### src/rtl/alu8_pkg.sv
package alu8_pkg;

    localparam int unsigned DATA_W = 8;
    localparam int unsigned OP_W   = 5;

    // Status bit positions
    localparam int unsigned FB_C = 0;
    localparam int unsigned FB_Z = 1;
    localparam int unsigned FB_N = 2;
    localparam int unsigned FB_V = 3;
    localparam int unsigned FB_S = 4;
    localparam int unsigned FB_H = 5;
    localparam int unsigned FB_T = 6;
    localparam int unsigned FB_I = 7;

    typedef enum logic [OP_W-1:0] {
        OP_ADD  = 5'd0,
        OP_ADC  = 5'd1,
        OP_SUB  = 5'd2,
        OP_SBC  = 5'd3,
        OP_CP   = 5'd4,
        OP_CPC  = 5'd5,
        OP_NEG  = 5'd6,
        OP_AND  = 5'd7,
        OP_OR   = 5'd8,
        OP_XOR  = 5'd9,
        OP_COM  = 5'd10,
        OP_INC  = 5'd11,
        OP_DEC  = 5'd12,
        OP_LSL  = 5'd13,
        OP_LSR  = 5'd14,
        OP_ROL  = 5'd15,
        OP_ROR  = 5'd16,
        OP_ASR  = 5'd17,
        OP_SWAP = 5'd18
    } alu_op_e;

    typedef struct packed {
        logic [DATA_W-1:0] res;
        logic [7:0]        sreg;
    } alu_next_t;

endpackage

### src/rtl/alu8_addsub.sv
module alu8_addsub #(
    parameter int unsigned W   = 8,
    parameter int unsigned NIB = 4
) (
    input  logic [W-1:0] x_i,
    input  logic [W-1:0] y_i,
    input  logic         cin_i,
    input  logic         sub_i,
    output logic [W-1:0] sum_o,
    output logic         c_o,
    output logic         h_o,
    output logic         v_o
);

    logic [W:0]   full;
    logic [NIB:0] low;

    always_comb begin
        if (sub_i) begin
            full = {1'b0, x_i} - {1'b0, y_i} - {{W{1'b0}}, cin_i};
            low  = {1'b0, x_i[NIB-1:0]} - {1'b0, y_i[NIB-1:0]} - {{NIB{1'b0}}, cin_i};
            v_o  = (x_i[W-1] & ~y_i[W-1] & ~full[W-1]) |
                   (~x_i[W-1] & y_i[W-1] & full[W-1]);
        end else begin
            full = {1'b0, x_i} + {1'b0, y_i} + {{W{1'b0}}, cin_i};
            low  = {1'b0, x_i[NIB-1:0]} + {1'b0, y_i[NIB-1:0]} + {{NIB{1'b0}}, cin_i};
            v_o  = (x_i[W-1] & y_i[W-1] & ~full[W-1]) |
                   (~x_i[W-1] & ~y_i[W-1] & full[W-1]);
        end
        sum_o = full[W-1:0];
        c_o   = full[W];
        h_o   = low[NIB];
    end

endmodule

### src/rtl/alu8_bitops.sv
module alu8_bitops
    import alu8_pkg::*;
#(
    parameter int unsigned W = 8
) (
    input  alu_op_e      op_i,
    input  logic [W-1:0] a_i,
    input  logic [W-1:0] b_i,
    input  logic         cin_i,
    output logic [W-1:0] r_o,
    output logic         c_o
);

    localparam int unsigned HALF = W / 2;

    logic [W-1:0] swapped;

    for (genvar g = 0; g < HALF; g++) begin : g_swap
        assign swapped[g]        = a_i[g + HALF];
        assign swapped[g + HALF] = a_i[g];
    end

    always_comb begin
        r_o = a_i;
        c_o = cin_i;
        unique case (op_i)
            OP_AND:  r_o = a_i & b_i;
            OP_OR:   r_o = a_i | b_i;
            OP_XOR:  r_o = a_i ^ b_i;
            OP_COM: begin
                r_o = ~a_i;
                c_o = 1'b1;
            end
            OP_LSL: begin
                r_o = {a_i[W-2:0], 1'b0};
                c_o = a_i[W-1];
            end
            OP_ROL: begin
                r_o = {a_i[W-2:0], cin_i};
                c_o = a_i[W-1];
            end
            OP_LSR: begin
                r_o = {1'b0, a_i[W-1:1]};
                c_o = a_i[0];
            end
            OP_ROR: begin
                r_o = {cin_i, a_i[W-1:1]};
                c_o = a_i[0];
            end
            OP_ASR: begin
                r_o = {a_i[W-1], a_i[W-1:1]};
                c_o = a_i[0];
            end
            OP_SWAP: r_o = swapped;
            default: ;
        endcase
    end

endmodule

### src/rtl/alu8_core.sv
module alu8_core
    import alu8_pkg::*;
#(
    parameter int unsigned W = DATA_W
) (
    input  logic          clk,
    input  logic          rst_n,
    input  logic          exec_i,
    input  logic [OP_W-1:0] op_i,
    input  logic [W-1:0]  a_i,
    input  logic [W-1:0]  b_i,
    output logic [W-1:0]  res_o,
    output logic [7:0]    flags_o
);

    alu_op_e   op;
    logic [7:0] sreg_q;
    alu_next_t nxt_d;

    logic [W-1:0] as_x, as_y, as_sum, bo_r;
    logic         as_cin, as_sub, as_c, as_h, as_v, bo_c;
    logic         carry_q;

    assign op      = alu_op_e'(op_i);
    assign carry_q = sreg_q[FB_C];

    // Operand steering for the shared adder/subtractor
    always_comb begin
        as_x   = a_i;
        as_y   = b_i;
        as_cin = 1'b0;
        as_sub = 1'b0;
        unique case (op)
            OP_ADC: as_cin = carry_q;
            OP_SUB, OP_CP: as_sub = 1'b1;
            OP_SBC, OP_CPC: begin
                as_sub = 1'b1;
                as_cin = carry_q;
            end
            OP_NEG: begin
                as_x   = '0;
                as_y   = a_i;
                as_sub = 1'b1;
            end
            OP_INC: as_y = W'(1);
            OP_DEC: begin
                as_y   = W'(1);
                as_sub = 1'b1;
            end
            default: ;
        endcase
    end

    alu8_addsub #(.W(W), .NIB(4)) u_addsub (
        .x_i   (as_x),
        .y_i   (as_y),
        .cin_i (as_cin),
        .sub_i (as_sub),
        .sum_o (as_sum),
        .c_o   (as_c),
        .h_o   (as_h),
        .v_o   (as_v)
    );

    alu8_bitops #(.W(W)) u_bitops (
        .op_i  (op),
        .a_i   (a_i),
        .b_i   (b_i),
        .cin_i (carry_q),
        .r_o   (bo_r),
        .c_o   (bo_c)
    );

    // Next result and next status value
    always_comb begin
        logic wr_znv, wr_c, wr_h, z_chain;
        logic c_n, h_n, v_n;
        logic [W-1:0] r;
        wr_znv  = 1'b1;
        wr_c    = 1'b0;
        wr_h    = 1'b0;
        z_chain = 1'b0;
        c_n     = as_c;
        h_n     = as_h;
        v_n     = as_v;
        r       = a_i;
        unique case (op)
            OP_ADD, OP_ADC, OP_SUB, OP_CP, OP_NEG: begin
                r = as_sum; wr_c = 1'b1; wr_h = 1'b1;
            end
            OP_SBC, OP_CPC: begin
                r = as_sum; wr_c = 1'b1; wr_h = 1'b1; z_chain = 1'b1;
            end
            OP_AND, OP_OR, OP_XOR: begin
                r = bo_r; v_n = 1'b0;
            end
            OP_COM: begin
                r = bo_r; v_n = 1'b0; c_n = bo_c; wr_c = 1'b1;
            end
            OP_INC, OP_DEC: r = as_sum;
            OP_LSL, OP_LSR, OP_ROL, OP_ROR, OP_ASR: begin
                r = bo_r; c_n = bo_c; wr_c = 1'b1; v_n = bo_r[W-1] ^ bo_c;
            end
            OP_SWAP: begin
                r = bo_r; wr_znv = 1'b0;
            end
            default: wr_znv = 1'b0;
        endcase

        nxt_d.res  = r;
        nxt_d.sreg = sreg_q;
        if (wr_znv) begin
            nxt_d.sreg[FB_N] = r[W-1];
            nxt_d.sreg[FB_V] = v_n;
            nxt_d.sreg[FB_S] = r[W-1] ^ v_n;
            nxt_d.sreg[FB_Z] = (r == '0) & (~z_chain | sreg_q[FB_Z]);
        end
        if (wr_c) nxt_d.sreg[FB_C] = c_n;
        if (wr_h) nxt_d.sreg[FB_H] = h_n;
    end

    always_ff @(posedge clk or negedge rst_n) begin
        if (!rst_n)      sreg_q <= '0;
        else if (exec_i) sreg_q <= nxt_d.sreg;
    end

    assign res_o   = nxt_d.res;
    assign flags_o = sreg_q;

    // interrupt-enable and bit-store flags never move
    p_it_zero_r1: assert property (@(posedge clk) disable iff (!rst_n)
        sreg_q[FB_I:FB_T] == 2'b00);

    // flags hold when no operation commits
    p_hold_r10: assert property (@(posedge clk) disable iff (!rst_n)
        !exec_i |=> $stable(sreg_q));

    // nibble swap leaves every flag alone
    p_swap_flags_r9: assert property (@(posedge clk) disable iff (!rst_n)
        (exec_i && op == OP_SWAP) |=> sreg_q == $past(sreg_q));

    // logic ops keep C and H, clear V
    p_logic_keep_r5: assert property (@(posedge clk) disable iff (!rst_n)
        (exec_i && (op == OP_AND || op == OP_OR || op == OP_XOR)) |=>
        (sreg_q[FB_C] == $past(sreg_q[FB_C]) && sreg_q[FB_H] == $past(sreg_q[FB_H])
         && !sreg_q[FB_V]));

    // increment/decrement keep C and H
    p_incdec_keep_r7: assert property (@(posedge clk) disable iff (!rst_n)
        (exec_i && (op == OP_INC || op == OP_DEC)) |=>
        (sreg_q[FB_C] == $past(sreg_q[FB_C]) && sreg_q[FB_H] == $past(sreg_q[FB_H])));

    // a cleared Z stays cleared through a chained subtract or compare
    p_chain_z_r4: assert property (@(posedge clk) disable iff (!rst_n)
        (exec_i && (op == OP_SBC || op == OP_CPC) && !sreg_q[FB_Z]) |=> !sreg_q[FB_Z]);

    // unused codes leave flags alone
    p_unused_r11: assert property (@(posedge clk) disable iff (!rst_n)
        (exec_i && op_i > 5'd18) |=> sreg_q == $past(sreg_q));

endmodule

### config.mk
export PLATFORM = sky130hd
export DESIGN_NAME = alu8_core
export DESIGN_NICKNAME = d
export VERILOG_FILES = /design/src/rtl/alu8_pkg.sv /design/src/rtl/alu8_addsub.sv /design/src/rtl/alu8_bitops.sv /design/src/rtl/alu8_core.sv
export SDC_FILE = /design/constraint.sdc
export NUM_CORES = 1
export LEC_CHECK = 0
export BUFFER_PORTS_ARGS = -buffer_cell sky130_fd_sc_hd__buf_2
export CAP_MARGIN = 20
export CORE_MARGIN = 2
export CORE_UTILIZATION = 50
export DETAILED_ROUTE_END_ITERATION = 16
export PLACE_DENSITY = 0.7
export SETUP_SLACK_MARGIN = 0.3
export SKIP_LAST_GASP = 1
export SLEW_MARGIN = 20
export SYNTH_ARGS = -nofsm -noshare
export SYNTH_HDL_FRONTEND = slang
export SYNTH_SLANG_ARGS = --single-unit
### constraint.sdc
create_clock -name clk -period 9.4 [get_ports clk]
set_input_delay 1.88 -clock clk [delete_from_list [all_inputs] [get_ports clk]]
set_output_delay 1.88 -clock clk [all_outputs]
set_load 0.03 [all_outputs]
Word level (Yosys, flattened, before mapping)
Cells that the tools add are included.

storage, ports and cells
  register bits after elaboration = 6
  latch bits = 0
  memory bits (writable) = 0
  ROM bits = 0
  input port bits = 24
  output and inout bits = 16
  memories = 0

cells by class
  add/subtract/negate cells = 8
  multiply operators = 0
  divide/modulo/power cells = 0
  $lt $le $gt $ge = 0
  equality and inequality tests = 18
  shift-type cells = 0
  mux-type cells = 16
  bitwise logic cells = 23
  reduce and logical (&&, ||, !) cells = 19

operators by type and width
  kind                  number
  $pmux W8 S10          1
  $eq A5 B4 Y1 const B  8
  $pmux W8 S2           2
  $eq A5 B3 Y1 const B  4
  $reduce_or A18 Y1     1
  $eq A5 B5 Y1 const B  3
  $reduce_or A13 Y1     1
  $reduce_or A6 Y1      2
  $eq A5 B2 Y1 const B  2
  $reduce_or A10 Y1     1
  $add A8 B8 Y9         1
  $add A9 B1 Y9         1
  $and A1 B1 Y1         9
  $mux W9               1
  $reduce_or A9 Y1      1
  $sub A8 B8 Y9         1
  $sub A9 B1 Y9         1
  $and A8 B8 Y8         1
  $logic_not A8 Y1      1
  $mux W1               8
  $mux W8               1
  $not A8 Y8            1
  $or A8 B8 Y8          1
  $xor A8 B8 Y8         1
  18 further kinds      30

Longest topological paths before layout
Gate-level depths: netlist of the first run.

  word-level depth = 11
  mapped depth = 17
  gate-level depth less buffers = 16

Modules after synthesis
Synthesis of the first run repeated with hierarchy kept, for this count alone.

second synthesis, totals
  cell total of the unflattened synthesis = 405
  area, all modules = 2921.6 um^2

modules (own cells, without submodules)
  module       instances  cells an instance  area an instance (um^2)
  alu8_bitops  1          160                1062.3
  alu8_addsub  1          123                987.2
  alu8_core    1          122                872.1

Worst setup path before layout of the first run
Ideal clock, no wire load.

  kind = input to output
  from = input op_i[0]
  to = output res_o[7]
  arrival = 5.104 ns
  setup slack = 2.416 ns
  cell stages on the path = 14
  path buffers = 2
  path through = buf_4 nor4b_4 nand2_1 clkbuf_1 nand3_1 o21ai_0 ha_1 ha_1 nand2_1 and4b_1 a2111oi_0 o311ai_1 a221oi_1 nand2_1

between the ends
  longest elaborated chain between the ends = 7
  elaborated cells between the ends (all ways) = 35
  those cells by class = add/sub: 4; eq/ne: 18; mux: 7; reduce/logical: 6

ends and longest elaborated chain
  element                                         RTL line                              RTL
  start, declared                                 alu8_core.sv:9                        input logic [OP_W-1:0] op_i,
  $eq A5 B4 Y1                                    alu8_core.sv:33, alu8_core.sv:87
  $reduce_or A2 Y1 (no source line)               -
  $pmux W8 S2                                     alu8_core.sv:33                       unique case (op)
  $add A8 B8 Y9 or $sub A8 B8 Y9 (tied branches)  alu8_addsub.sv:25, alu8_addsub.sv:20
  $add A9 B1 Y9 or $sub A9 B1 Y9 (tied branches)  alu8_addsub.sv:25, alu8_addsub.sv:20
  $mux W9                                         alu8_addsub.sv:19                     if (sub_i) begin
  $pmux W8 S2 (*)                                 alu8_core.sv:87                       unique case (op)
  end, declared                                   alu8_core.sv:12                       output logic [W-1:0] res_o,

Mark *: on every way between the ends. The rest lies on a longest branch, timed or not.

Worst setup path after layout of the first run
  from = input op_i[1]
  to = output res_o[7]

Same word-level chain as after synthesis.

==> metrics.md, run 1 <==
| Metric | Value |
|---|---|
| Status | `finished clean` |
| Gr usage total | `between 20 and 30%` |
| Setup bufs post-CTS | `0` |
| Layout net count | `between 400 and 500` |
| Die Footprint | `between 6000 and 7000 um^2` |
| Antenna Violating Nets Remaining | `0` |
| CTS hold repair buffers | `0` |
| Hold wc startpoint | `flags_o[5]` |
| Critical Path RT | `about 7.5 ns` |
| H-tree depth | `1` |
| YS warnings | `0` |
| Synth top area cells | `ha_1 17%, dfrtp_1 5.5%, inv_1 5.5%, nand2_1 4.7%, nor2_1 3.6%` |
| Final period demand of the worst path | `7.87 ns` |
| Yosys cell types | `79` |
| Largest register FFs | `6` |
| Launch point of the worst reg-to-reg path | `flags_o[0]` |
| Post-synthesis average cell area | `around 7.5 um^2` |
| Starting Density | `52.4%` |
| Core box area | `approximately 5200 um^2` |
| Diodes inserted | `0` |
| Worst Setup SP | `op_i[1]` |
| First-pass GRT wire length | `~13000 um` |
| Layout cells sized above 1 | `between 15 and 20%` |
| # port buffers | `37` |
| Seq cells post-synth | `6` |
| Final Hold Fails | `0` |
| Resize count post-CTS | `0` |
| Vias per cell | `6.21` |
| CP startpoint kind | `primary input` |
| Yosys top cell area share | `~17%` |
| Seq/Total Area, Yosys | `between 5 and 6%` |
| Count leader, synth | `inv_1` |
| GR Overflow Total | `0` |
| Post-Synthesis Cell Area | `roughly 2700 um^2` |
| Die width | `roughly 78 um` |
| Crit Path Max Fanout | `25` |
| Leakage power | `~1.4 nW` |
| Worst Max-Slew Pin Slew | `0.963 ns` |
| HPWL Detailed | `around 6300 um` |
| Post-synth top flop | `dfrtp_1` |
| Setup tns final | `0 ns` |
| Finish-stage setup viols | `0` |
| Design Power | `roughly 0.28 mW` |
| EDFF count, synth | `0` |
| Synth async-reset ratio | `100%` |
| Final WL | `about 8000 um` |
| Worst slack at placement | `1.58 ns` |
| Clk sink count | `6` |
| Initial DRT Pass Iterations | `4` |
| Worst Path Arrival | `5.99 ns` |
| Clock transition at the registers of the reported paths | `0.03 ns` |
| Drt initial violations | `263` |
| DRC viols | `0` |
| WL/cell | `17.7 um` |
| Post-Synthesis Cells | `363` |
| Clock skew | `roughly 0.0028 ns` |
| Critical path capture point type | `output port` |
| Die Y-Extent | `slightly below 80 um` |
| Fmax | `between 100 and 150 MHz` |
| Crit Path Category | `primary input to output port` |
| Max-Cap Viols | `0` |
| CTS tree | `built` |
| VDD IR-drop max | `approximately 76 uV` |
| Root buffer cell | `clkbuf_8` |
| Largest area contributor in the netlist | `ha_1` |
| Period utilisation layout | `between 80% and 90%` |
| Pin count of the biggest net entering global routing | `29` |
| Vias in the first global route | `about 2800` |
| Via count | `about 2800` |
| FP Rows | `26` |
| Unrepaired setup endpoints after global routing | `no` |
| CTS max path bufs | `2` |
| Worst setup margin | `about 1.5 ns` |
| IO Count | `40` |
| Fin. max-slew vios | `0` |
| Power per standard cell area | `slightly below 100 nW/um^2` |
| Initial antenna violation count | `0` |
| Synth top cells by count | `40 x inv_1, 37 x ha_1, 34 x nand2_1` |
| Skew-Pair Late Insertion Delay | `roughly 0.23 ns` |
| Num CTS Buffers | `3` |
| Layout area overhead | `6.00%` |
| Worst hold path class | `flop to flop` |
| Max transition margin | `between 30% and 40%` |
| Routability cong. | `0.868` |
path summary, 6_finish.rpt:
path	to	slack, ns	depth (start not counted)
setup / recovery	res_o[7]	1.53	13
hold / removal	flags_o[5]	0.48	1
setup reg to reg	flags_o[1]	5.88	12
hold reg to reg	flags_o[5]	0.48	1
max in group asynchronous	flags_o[2]	7.79	1
min in group asynchronous	flags_o[4]	1.47	1
kinds of logic after synthesis:
family	after synthesis	share of synthesized area, %
DFF	6	5.53
muxes	7	2.63
xor gates and xnor gates	9	2.91
and+or+nand+nor	133	26.8
adders and majority gates	41	20.0
buffers and inverters	60	11.3
AOI/OAI and AO/OA	106	30.8
other	1	0.138
power breakdown:
group | total (mW) | internal [mW] | switching, mW | leakage, nW
logic | 0.204 | 0.0741 | 0.130 | 1.32
registers | 0.0360 | 0.0315 | 0.00455 | 0.0727
clock network | 0.0391 | 0.0275 | 0.0116 | 0.0216
worst max-delay path, stage by stage:
cell       delay (ns)
buf_2            0.35
nor4b_4          0.36
nand2_1          0.36
o21ai_0          0.39
ha_1             0.37
ha_1             0.37
a21oi_1          0.28
nor3b_1          0.08
a2111oi_0        0.45
o311ai_1         0.25
a221oi_1         0.47
nand2_1          0.15
buf_2            0.20
layout by cell type (no fill, tap or decap), drive strengths merged, types with 5 or more instances in the layout:
| cell type | instances |
|---|---|
| o21ai | 21 |
| nand3 | 17 |
| and3 | 5 |
| nor3b | 5 |
| dfrtp | 6 |
| nand2 | 34 |
| buf | 37 |
| a21oi | 9 |
| o21a | 5 |
| nor2b | 5 |
| nor3 | 11 |
| a21o | 7 |
| ha | 37 |
| mux2i | 6 |
| nor2 | 26 |
| and2 | 7 |
| xnor2 | 6 |
| inv | 40 |
| a221oi | 7 |
| or3 | 5 |
final cells by class:
type / instances / area [um^2]
inverter: 40 / 150
sequential: 6 / 150
multi-input combinational: 298 / 2260
fill: 533 / 2300
clock buffer: 3 / 41.3
timing repair buffer: 37 / 185
tap: 70 / 87.6
per-layer routing:
layer	up-vias	share of wire (%)	wire [um]	GRT usage, %
li1	1386	-	-	-
met4	0	3.2	254	10.4
met1	1300	44	3530	36.4
met5	-	0	0	0
met2	115	45	3610	45.9
met3	20	7.9	631	3.14
metrics by stage:
stage | hold WS, ns | util, % | cell area, um^2 | cells
after CTS | 0.479 | 55.6 | 2880 | 454
after floorplan | 0.670 | - | 2720 | 364
after detailed placement | 0.470 | 54.8 | 2830 | 451
after global placement | 0.471 | 54.8 | 2830 | 451
after global routing | 0.505 | 55.6 | 2880 | 454
final | 0.484 | 55.6 | 2880 | 454
Note: power is estimated with default switching activity, not from simulation.
==> run 2: changes to the inputs <==
--- a/config.mk
+++ b/config.mk
@@ -10,7 +10,7 @@
 export CORE_MARGIN = 2
 export CORE_UTILIZATION = 50
 export DETAILED_ROUTE_END_ITERATION = 16
-export PLACE_DENSITY = 0.7
+export PLACE_DENSITY = 0.73
 export SETUP_SLACK_MARGIN = 0.3
 export SKIP_LAST_GASP = 1
 export SLEW_MARGIN = 20
==> constraint.sdc (replaced) <==
create_clock -name clk -period 6.4 [get_ports clk]
set_input_delay 1.28 -clock clk [delete_from_list [all_inputs] [get_ports clk]]
set_output_delay 1.28 -clock clk [all_outputs]
set_load 0.03 [all_outputs]
==> run 2 against run 1 <==
Die area unchanged. Worst setup slack got worse by 1.0 ns. Largest cell class unchanged. Global-route usage fell by 0.28 points. Worst hold slack got worse by 0.015 ns. Via count increased by 2.4%. Final cell count up 1.8%. Core utilization grew 2.3 points. Register-to-register slack got worse by 3.0 ns. Non-clock buffer count grew 8. Clock power up 47%. Total power grew 54%.
==> metrics.md, run 2 (synthesis gave the netlist of run 1 again) <==
| Metric | Value |
|---|---|
| Worst stage delay on the critical path | `0.41 ns (-0.06 ns)` |
| Worst Path Arrival | `4.62 ns (-1.37 ns)` |
| Critical path capture point type | `output port` |
| Die Footprint | `6030 um^2 (unchanged)` |
| FP Rows | `26 (unchanged)` |
| Vias per cell | `6.25 (+0.64%)` |
| Sw frac | `52.1% (-0.20 points)` |
| Layout area overhead | `10.4%` |
| Fin. max-slew vios | `0 (unchanged)` |
| Setup tns final | `0 ns (unchanged)` |
| Gr usage total | `27.3% (-0.28 points)` |
| Final period demand of the worst path | `just under 6 ns` |
| Internal power | `0.206 mW (+54%)` |
| Clock skew | `0.00395 ns (+0.00119 ns)` |
| CTS hold repair buffers | `0 (unchanged)` |
| Crit Path Category | `primary input to output port` |
| Num CTS Buffers | `3 (unchanged)` |
| Worst Max-Slew Pin Slew | `0.975 ns (+0.0117 ns)` |
| WL/cell | `17.7 um (+0.30%)` |
| CP startpoint kind | `primary input` |
| Vias in the first global route | `2717 (-1.2%)` |
| Unrepaired setup endpoints after global routing | `yes` |
| VDD IR-drop max | `94.0 uV (+23%)` |
| Design Power | `0.429 mW (+54%)` |
| Combinational power share | `74.4% (+1.3 points)` |
| Status | `finished clean` |
| Initial DRT Pass Iterations | `5 (+1)` |
| Final Hold Fails | `0 (unchanged)` |
| First-pass GRT wire length | `13400 um (about the same)` |
| Fin area | `2990 um^2 (+4.1%)` |
| Top routing layer in use | `met4` |
| Layout net count | `459 (+1.8%)` |
| Leakage power | `1.47 nW (+4.0%)` |
| Critical Path Slowest Stage Cell | `a2111oi_2` |
| Diodes inserted | `0 (unchanged)` |
| Routed length on met1 | `3640 um (+3.3%)` |
| # port buffers | `37 (unchanged)` |
| Max transition margin | `34.5% (-0.79 points)` |
| Routability cong. | `0.951 (+9.6%)` |
| Seq pwr share | `12.3% (-0.6 points)` |
| Via count | `2889 (+2.4%)` |
| Drt initial violations | `241 (-8.4%)` |
| Critical Path RT | `5.12 ns (-2.40 ns)` |
| Post-DP Area | `2890 um^2 (+1.9%)` |
| Period utilisation layout | `between 90% and 100%` |
| Multi-input logic area | `2320 um^2 (+2.6%)` |
| Met2 wire length | `3870 um (+7.1%)` |
| Clk pwr share | `13.4% (-0.6 points)` |
| Clk sink count | `6 (unchanged)` |
| Pin count of the biggest net entering global routing | `23 (-21%)` |
| Root buffer cell | `clkbuf_8` |
| Crit Path Max Fanout | `14 (-44%)` |
| Layout cells sized above 1 | `19.9% (+4.8 points)` |
| Power per standard cell area | `143 nW/um^2 (+48%)` |
| CTS tree | `built` |
| Metal3 WL | `534 um (-15%)` |
| Sequential cell area | `150 um^2 (unchanged)` |
| GR Overflow Total | `0 (unchanged)` |
| Largest register FFs | `6 (unchanged)` |
| Finish-stage setup viols | `0 (unchanged)` |
| IO Count | `40 (unchanged)` |
| Core box area | `5170 um^2 (unchanged)` |
| H-tree depth | `1 (unchanged)` |
| Starting Density | `52.4% (unchanged)` |
| Die width | `77.7 um (unchanged)` |
| Fmax | `approximately 170 MHz` |
| Antenna Violating Nets Remaining | `0 (unchanged)` |
| Final WL | `8190 um (+2.1%)` |
| Clock transition at the registers of the reported paths | `0.03 ns (about the same)` |
| Die Y-Extent | `77.7 um (unchanged)` |
| Critical path's top delay family | `simple AND/OR/NAND/NOR gates` |
| Max-Cap Viols | `0 (unchanged)` |
| HPWL Detailed | `6440 um (+2.3%)` |
| CP Buf/Inv Count | `2 (unchanged)` |
| Skew-Pair Late Insertion Delay | `0.23 ns (about the same)` |
| Most frequent cells in the layout | `40 x inv_1, 37 x buf_2, 35 x ha_1` |
| DRC viols | `0 (unchanged)` |
| Fill count | `519 (-2.6%)` |
| Psw | `0.223 mW (+53%)` |
| CTS max path bufs | `2 (unchanged)` |
| Initial antenna violation count | `0 (unchanged)` |
| CP Cell Sequence | `buf_2 -> or2b_1 -> o22ai_1 -> nand2_2 -> nand3_1 -> nand2_1 -> ha_1 -> ha_1 -> and4b_1 -> a2111oi_2 -> o311ai_2 -> a221oi_2 -> nand2_1 -> buf_2` |
| Most common cell after layout, fill and taps aside | `inv_1` |
| Worst hold path class | `flop to flop` |
run 2: power groups by stage:
stage	clock network (mW)	registers, mW	logic [mW]
2_1_floorplan	0	0.0649	0.212
3_3_place_gp	0	0.0531	0.293
3_5_place_dp	0	0.0535	0.299
4_1_cts	0.0595	0.0529	0.302
5_1_grt	0.0619	0.0539	0.347
6_report	0.0574	0.0526	0.319
run 2: layer usage:
| metal | up-vias | track usage (%) |
|---|---|---|
| li1 | 1390 | - |
| met1 | 1376 | 37.3 |
| met2 | 111 | 46.6 |
| met3 | 12 | 1.63 |
| met4 | 0 | 7.14 |
| met5 | - | 0 |
run 2: cell type report:
type | count | share of cell area [%]
Clock buffer | 3 | 1.38
Inverter | 40 | 5.01
Multi-Input combinational cell | 298 | 77.5
Sequential cell | 6 | 5.01
Tap cell | 70 | 2.93
Timing Repair Buffer | 45 | 8.19
run 2: final timing paths:
path | to | start | cells after the start | slack [ns]
min in group asynchronous | flags_o[4] | rst_n | 1 | 0.87
setup reg to reg | flags_o[1] | flags_o[0] | 12 | 2.90
setup / recovery | res_o[7] | op_i[1] | 14 | 0.50
hold reg to reg | flags_o[5] | flags_o[5] | 1 | 0.47
hold / removal | flags_o[5] | flags_o[5] | 1 | 0.47
max in group asynchronous | flags_o[3] | rst_n | 1 | 5.39
run 2: through the flow:
step / utilization, % / cells / worst slack (ns) / hold slack [ns]
detailed placement: 55.8 / 458 / 0.167 / 0.470
CTS: 56.7 / 461 / 0.326 / 0.476
global route: 57.9 / 462 / 0.305 / 0.501
global placement: 55.8 / 458 / 0.340 / 0.468
finish: 57.9 / 462 / 0.499 / 0.469
floorplan: - / 364 / 0.616 / 0.670
run 2: repair_timing:
item / 4_1_cts / 5_1_grt
resized for setup: 4 / 14
buffers inserted: 0 / 1
endpoints found under the setup margin: 2 / 3
